### src/rtl/dual_ready_latch.sv
module dual_ready_latch #(
  parameter int W  = 24,
  parameter int PW = 2
) (
  input  logic         clk,
  input  logic         rst_n,
  input  logic         mclk_en,
  input  logic [1:0]   mode,
  input  logic         idle_drive,
  input  logic         ch0_rdy,
  input  logic [W-1:0] ch0_data,
  input  logic         ch0_off,
  input  logic         ch1_rdy,
  input  logic [W-1:0] ch1_data,
  input  logic         ch1_off,
  input  logic         rd_start0,
  input  logic         rd_done0,
  input  logic         rd_start1,
  input  logic         rd_done1,
  output logic         dr_o,
  output logic         dr_oe,
  output logic [W-1:0] out0,
  output logic [W-1:0] out1
);
  localparam int SW = PW + 2;
  localparam logic [SW-1:0] PMAX = SW'((1 << PW) - 1);

  logic         r0, r1, linked, any_off, both, fire, take, act;
  logic         f0, f1, b0, b1;
  logic [W-1:0] p0, p1, s0, s1;
  logic [1:0]   nevt;
  logic [PW-1:0] pend;
  logic [SW-1:0] sum;

  assign r0      = ch0_rdy & ~ch0_off;
  assign r1      = ch1_rdy & ~ch1_off;
  assign linked  = (mode == 2'b00);
  assign any_off = ch0_off | ch1_off;
  assign both    = (f0 | r0) & (f1 | r1);
  assign fire    = linked & both & ~any_off;
  assign nevt    = linked ? {1'b0, fire}
                          : ({1'b0, mode[0] & r0} + {1'b0, mode[1] & r1});
  assign take    = mclk_en & ~act & (pend != '0);
  assign sum     = SW'(pend) + SW'(nevt) - SW'(take);

  always_ff @(posedge clk or negedge rst_n) begin
    if (!rst_n) begin
      f0 <= 1'b0;
      f1 <= 1'b0;
    end else if (!linked || any_off || fire) begin
      f0 <= 1'b0;
      f1 <= 1'b0;
    end else begin
      f0 <= f0 | r0;
      f1 <= f1 | r1;
    end
  end

  always_ff @(posedge clk or negedge rst_n) begin
    if (!rst_n) begin
      p0 <= '0;
      p1 <= '0;
      s0 <= '0;
      s1 <= '0;
    end else begin
      if (r0) p0 <= ch0_data;
      if (r1) p1 <= ch1_data;
      if (linked) begin
        if (fire) begin
          s0 <= r0 ? ch0_data : p0;
          s1 <= r1 ? ch1_data : p1;
        end
      end else begin
        if (r0) s0 <= ch0_data;
        if (r1) s1 <= ch1_data;
      end
    end
  end

  always_ff @(posedge clk or negedge rst_n) begin
    if (!rst_n) begin
      b0   <= 1'b0;
      b1   <= 1'b0;
      out0 <= '0;
      out1 <= '0;
    end else begin
      if (!b0) out0 <= s0;
      if (!b1) out1 <= s1;
      if (rd_done0)       b0 <= 1'b0;
      else if (rd_start0) b0 <= 1'b1;
      if (rd_done1)       b1 <= 1'b0;
      else if (rd_start1) b1 <= 1'b1;
    end
  end

  always_ff @(posedge clk or negedge rst_n) begin
    if (!rst_n) begin
      pend <= '0;
      act  <= 1'b0;
    end else begin
      pend <= (sum > PMAX) ? PMAX[PW-1:0] : sum[PW-1:0];
      if (mclk_en) act <= act ? 1'b0 : (pend != '0);
    end
  end

  assign dr_o  = ~act;
  assign dr_oe = act | idle_drive;
endmodule


### config.mk
export PLATFORM = sky130hd
export DESIGN_NAME = dual_ready_latch
export DESIGN_NICKNAME = d
export VERILOG_FILES = /design/src/rtl/dual_ready_latch.sv
export SDC_FILE = /design/constraint.sdc
export NUM_CORES = 1
export LEC_CHECK = 0
export ABC_AREA = 1
export BUFFER_PORTS_ARGS = -buffer_cell sky130_fd_sc_hd__buf_2
export CORE_MARGIN = 4
export CORE_UTILIZATION = 55
export CTS_CLUSTER_DIAMETER = 120
export DETAILED_ROUTE_END_ITERATION = 12
export PLACE_DENSITY = 0.75
export SETUP_SLACK_MARGIN = 0.2
export SLEW_MARGIN = 20
export SYNTH_ARGS = -nofsm -noshare
export SYNTH_HDL_FRONTEND = slang
export SYNTH_SLANG_ARGS = --single-unit
### constraint.sdc
create_clock -name clk -period 3.6 [get_ports clk]
set_input_delay 0.18 -clock clk [delete_from_list [all_inputs] [get_ports clk]]
set_output_delay 0.18 -clock clk [all_outputs]
set_load 0.01 [all_outputs]
After elaboration in Yosys (flattened, before gate mapping)
Index checks and enable logic that the tools add are counted.
{"block": "word_totals", "ff_bits": 151, "latchBits": 0, "ramBits": 0, "romBits": 0, "input_bits": 62, "out_inout_bits": 50, "elab_cells": 62, "mem_count": 0}
{"block": "classes", "n_addsub": 3, "multipliers": 0, "n_div": 0, "n_lt_le_gt_ge": 1, "eq_ne": 1, "n_shift": 0, "muxes": 17, "bitwise": 17, "reduce_logical": 11}
{"cell": "$mux 24", "n": 8}
{"cell": "$reduce_bool 2->1", "n": 5}
{"cell": "$and 1x1->1", "n": 9}
{"cell": "$mux 1", "n": 7}
{"cell": "$gt 4x2->1 const B", "n": 1}
{"cell": "$mux 2", "n": 2}
{"cell": "$not 1->1", "n": 4}
{"cell": "$or 1x1->1", "n": 4}
{"cell": "$reduce_and 2->1", "n": 2}
{"cell": "$sub 3x1->4", "n": 1}
{"cell": "$add 2x2->3", "n": 1}
{"cell": "$add 1x1->2", "n": 1}
{"cell": "$logic_not 2->1", "n": 1}
{"cell": "$logic_or 1x1->1", "n": 2}
{"cell": "$ne 2x1->1 const B", "n": 1}
{"cell": "$logic_not 1->1", "n": 1}

Longest topological paths before layout
{"block": "depth", "ltp_word": 11, "depth_mapped": 12, "depth_no_buf": 11}

Worst setup path before layout
Ideal clock, no wire load.
{"block": "synth_path", "path_type": "input port to flip-flop", "startpoint": "input ch1_rdy", "endpoint": "register pend[0]", "setup_time_ps": 124, "t_arrival_ps": 1888, "setup_slack_ps": 1587, "path_stages": 12, "n_path_buf": 2, "path_cell_list": "buf_4 nand2_2 buf_2 nor2_1 ha_1 nand2_1 nand2_1 ha_1 fa_1 nor2_1 o21bai_1 nand2_1"}
{"block": "synth_between", "elab_chain_cells": 10}
{"element": "from (decl)", "line_no": "13", "rtl": "input logic ch1_rdy,"}
{"element": "$and 1x1->1 *", "line_no": "36", "rtl": "assign r1 = ch1_rdy & ~ch1_off;"}
{"element": "$or 1x1->1", "line_no": "39", "rtl": "assign both = (f0 | r0) & (f1 | r1);"}
{"element": "$and 1x1->1", "line_no": "39"}
{"element": "$and 1x1->1 (2 in a row)", "line_no": "40", "rtl": "assign fire = linked & both & ~any_off;"}
{"element": "$mux 2 *", "line_no": "41", "rtl": "assign nevt = linked ? {1'b0, fire}"}
{"element": "$add 2x2->3 *", "line_no": "44", "rtl": "assign sum = SW'(pend) + SW'(nevt) - SW'(take);"}
{"element": "$sub 3x1->4 *", "line_no": "44"}
{"element": "$gt 4x2->1", "line_no": "101", "rtl": "pend <= (sum > PMAX) ? PMAX[PW-1:0] : sum[PW-1:0];"}
{"element": "$mux 2 *", "line_no": "101"}
{"element": "to (signal assigned)", "line_no": "101"}
{"element": "to (decl)", "line_no": "32", "rtl": "logic [PW-1:0] pend;"}
Every way passes the cells marked *; elsewhere a longest branch is shown, timed or not.
A chain may end at the register's enable or synchronous reset.

Worst setup path in the final report
{"block": "layout_path", "startpoint": "input ch0_off", "endpoint": "register pend[0]"}
{"block": "layout_between", "elab_chain_cells": 11}
{"element": "from (decl)", "line_no": "12", "rtl": "input logic ch0_off,"}
{"element": "$not 1->1", "line_no": "35", "rtl": "assign r0 = ch0_rdy & ~ch0_off;"}
{"element": "$and 1x1->1", "line_no": "35"}
{"element": "$or 1x1->1", "line_no": "39"}
{"element": "$and 1x1->1", "line_no": "39"}
{"element": "$and 1x1->1 (2 in a row)", "line_no": "40"}
{"element": "$mux 2 *", "line_no": "41"}
{"element": "$add 2x2->3 *", "line_no": "44"}
{"element": "$sub 3x1->4 *", "line_no": "44"}
{"element": "$gt 4x2->1", "line_no": "101"}
{"element": "$mux 2 *", "line_no": "101"}
Marks and branches as above.

==> results.sh <==
export IMPL_use_met3_pct=4.64
export IMPL_die_w_um=122
export IMPL_met2_usage_pct=36.6
export IMPL_yosys_warnings=0
export IMPL_overflow=0
export IMPL_finalPower_mw=4.87
export IMPL_cts_setup_buffers=0
export IMPL_yosys_cell_types_count=24
export IMPL_worst_pin_slew_ns=0.877
export IMPL_p_per_area_mw_per_mm2=575
export IMPL_end_kind="flop"
export IMPL_slowest_stage="fa_1"
export IMPL_path_max_fanout=27
export IMPL_grt_pass1_vias=5683
export IMPL_io_buffers=111
export IMPL_fin_skew_ns=0.00390
export IMPL_arrival_ns=2.49
export IMPL_criticalPathCategory="in2reg"
export IMPL_wl_per_cell_um=13.8
export IMPL_cts_hold_buf=6
export IMPL_hold_path_class="in2reg"
export IMPL_cts_buffers=17
export IMPL_synth_cells=882
export IMPL_cts_tree="built"
export IMPL_fin_setup_tns_ns=0
export IMPL_clock_latency_ns=0.42
export IMPL_clock_sinks=151
export IMPL_vias_per_cell=4.98
export IMPL_cts_resized=0
export IMPL_period_minus_slack_ns=2.19
export IMPL_fillers=1093
export IMPL_clk_pin_slew_worst_paths_ns=0.06
export IMPL_use_met1_pct=31.4
export IMPL_dpl_worst_slack_ns=0.998
export IMPL_grt_setup_unrepaired="no"
export IMPL_num_vias=5814
export IMPL_setup_ws_ns=1.41
export IMPL_p_leak_nw=4.75
export IMPL_drt_iter0_markers=378
export IMPL_ios=112
export IMPL_cts_root_buf="clkbuf_16"
export IMPL_dp_hpwl_um=10100
export IMPL_place_congestion=0.779
export IMPL_row_count=41
export IMPL_finalHoldViolations=0
export IMPL_syn_area_mm2=0.00714
export IMPL_layout_nets=1051
export IMPL_startpoint_type="input port"
export IMPL_path_buf_inv=3
export IMPL_max_slew_margin_pct=41.5
export IMPL_start_util_pct=56.3
export IMPL_top_usage_layer="met2"
export IMPL_max_vdd_ir_drop_uv=333
export IMPL_yosys_register_bits=151
export IMPL_drt_total_wl_um=16100
export IMPL_detail_route_first_pass_iterations=5
export IMPL_crit_path_cell_trace="buf_2 -> inv_2 -> nand2_4 -> nor2_1 -> ha_1 -> nand2_1 -> ha_1 -> inv_1 -> fa_1 -> nor2_1 -> o21bai_1 -> nand2_1"
export IMPL_diodes=0
export IMPL_path_delay_family="adder cells"
export IMPL_drive_above_1_share_pct=16.7
export IMPL_cpPeakStageDelay_ns=0.44
export IMPL_drv_slew=0
export IMPL_clk_path_buf_depth=2
export IMPL_die_h_um=122
export IMPL_h_tree_depth=4
export IMPL_synth_nets=950
export IMPL_final_cell_mix="nand2_1, dfrtp_1, buf_2"
export IMPL_min_period_over_period_pct=60.8
export IMPL_fp_dieArea_mm2=0.0149
export IMPL_ys_seq_area_share_pct=53.0
export IMPL_clock_fmax_ghz=0.457
export IMPL_setup_viol=0
export IMPL_drv_cap=0
export IMPL_grt_max_degree=98
export IMPL_drc=0
export IMPL_status="completed"
export IMPL_core_mm2=0.0127
export IMPL_required_ns=3.90
export IMPL_grt_pass1_wl_um=27000
export IMPL_antenna_found_initial=1
export IMPL_grtUsageTotal_pct=23.0
export IMPL_avgSynthCellArea_um2=8.09
export IMPL_final_common_cell="nand2_1"
export IMPL_ant_nets=0
export IMPL_area_delta_synth_final_pct=18.7
==> cell type report <==
class | instances | area (um^2) | share of cell area (%)
tap | 172 | 215 | 2.54
multi-input combinational | 615 | 2860 | 33.7
sequential | 151 | 3780 | 44.6
clock inverter | 9 | 170 | 2.01
inverter | 69 | 259 | 3.06
clock buffer | 23 | 478 | 5.64
timing repair buffer | 129 | 712 | 8.41
==> final timing paths <==
| path | cells after the start | endpoint | from | slack (ns) |
|---|---|---|---|---|
| setup / recovery | 12 | pend[0]$_DFF_PN0_ | ch0_off | 1.41 |
| hold / removal | 5 | s0[8]$_DFFE_PN0P_ | ch0_data[8] | 0.06 |
| setup reg to reg | 11 | pend[0]$_DFF_PN0_ | pend[0]$_DFF_PN0_ | 1.67 |
| hold reg to reg | 2 | out1[20]$_DFFE_PN0N_ | out1[20]$_DFFE_PN0N_ | 0.47 |
| max in group asynchronous | 3 | out1[9]$_DFFE_PN0N_ | rst_n | 2.19 |
| min in group asynchronous | 2 | out0[14]$_DFFE_PN0N_ | rst_n | 0.40 |
==> flip-flops by register name, summed over array words and instances (netlist names) <==
signal  cells
s1         24
f0          1
s0         24
p0         24
pend        2
out0       24
f1          1
out1       24
p1         24
b1          1
b0          1
act         1
==> cell usage after synthesis (all sizes together) <==
cell type  number  area (um^2)
o21ai           1         5.00
nand2         399         1530
inv            69          259
clkbuf         21         78.8
ha              5         62.6
a21oi           2         10.0
and2           48          300
nor2            8         32.5
or2             1         6.26
o21bai          1         7.51
nand3b         48          360
nand3         101          523
buf            26          164
fa              1         20.0
dfrtp         151         3780
==> tightest hold or removal path: stages <==
cell     delay (ns)
buf_2          0.08
nand2_1        0.04
nand2_1        0.05
nand2_1        0.05
nand2_1        0.04
==> per-stage QoR <==
| step | hold WS [ns] | utilization, % | instance area (um^2) | instances |
|---|---|---|---|---|
| 6_report | 0.0624 | 66.8 | 8470 | 1168 |
| 5_1_grt | 0.0823 | 66.8 | 8470 | 1168 |
| 4_1_cts | 0.0497 | 66.8 | 8470 | 1168 |
| 3_5_place_dp | 0.334 | 61.2 | 7760 | 1130 |
| 3_3_place_gp | 0.331 | 61.2 | 7760 | 1130 |
| 2_1_floorplan | -0.116 | - | 7140 | 882 |
==> layer usage <==
layer  vias to the layer above  routed length (um)
met4                         2                 287
li1                       2925                   -
met2                       135                7620
met1                      2729                7390
met5                         -                  13
met3                        23                 816
==> power breakdown <==
part | leakage (nW) | internal, mW | switching, mW
Combinational | 2.62 | 0.334 | 0.484
Sequential | 1.81 | 1.97 | 0.128
Clock | 0.321 | 1.28 | 0.666
==> cells by family after synthesis <==
kind of cell | Yosys count | synth area share [%]
compound gates | 4 | 0.316
flops | 151 | 53.0
simple gates | 605 | 38.5
buf+inv | 116 | 7.03
fa+ha+maj | 6 | 1.16
Power figures use the tool's default switching activity.
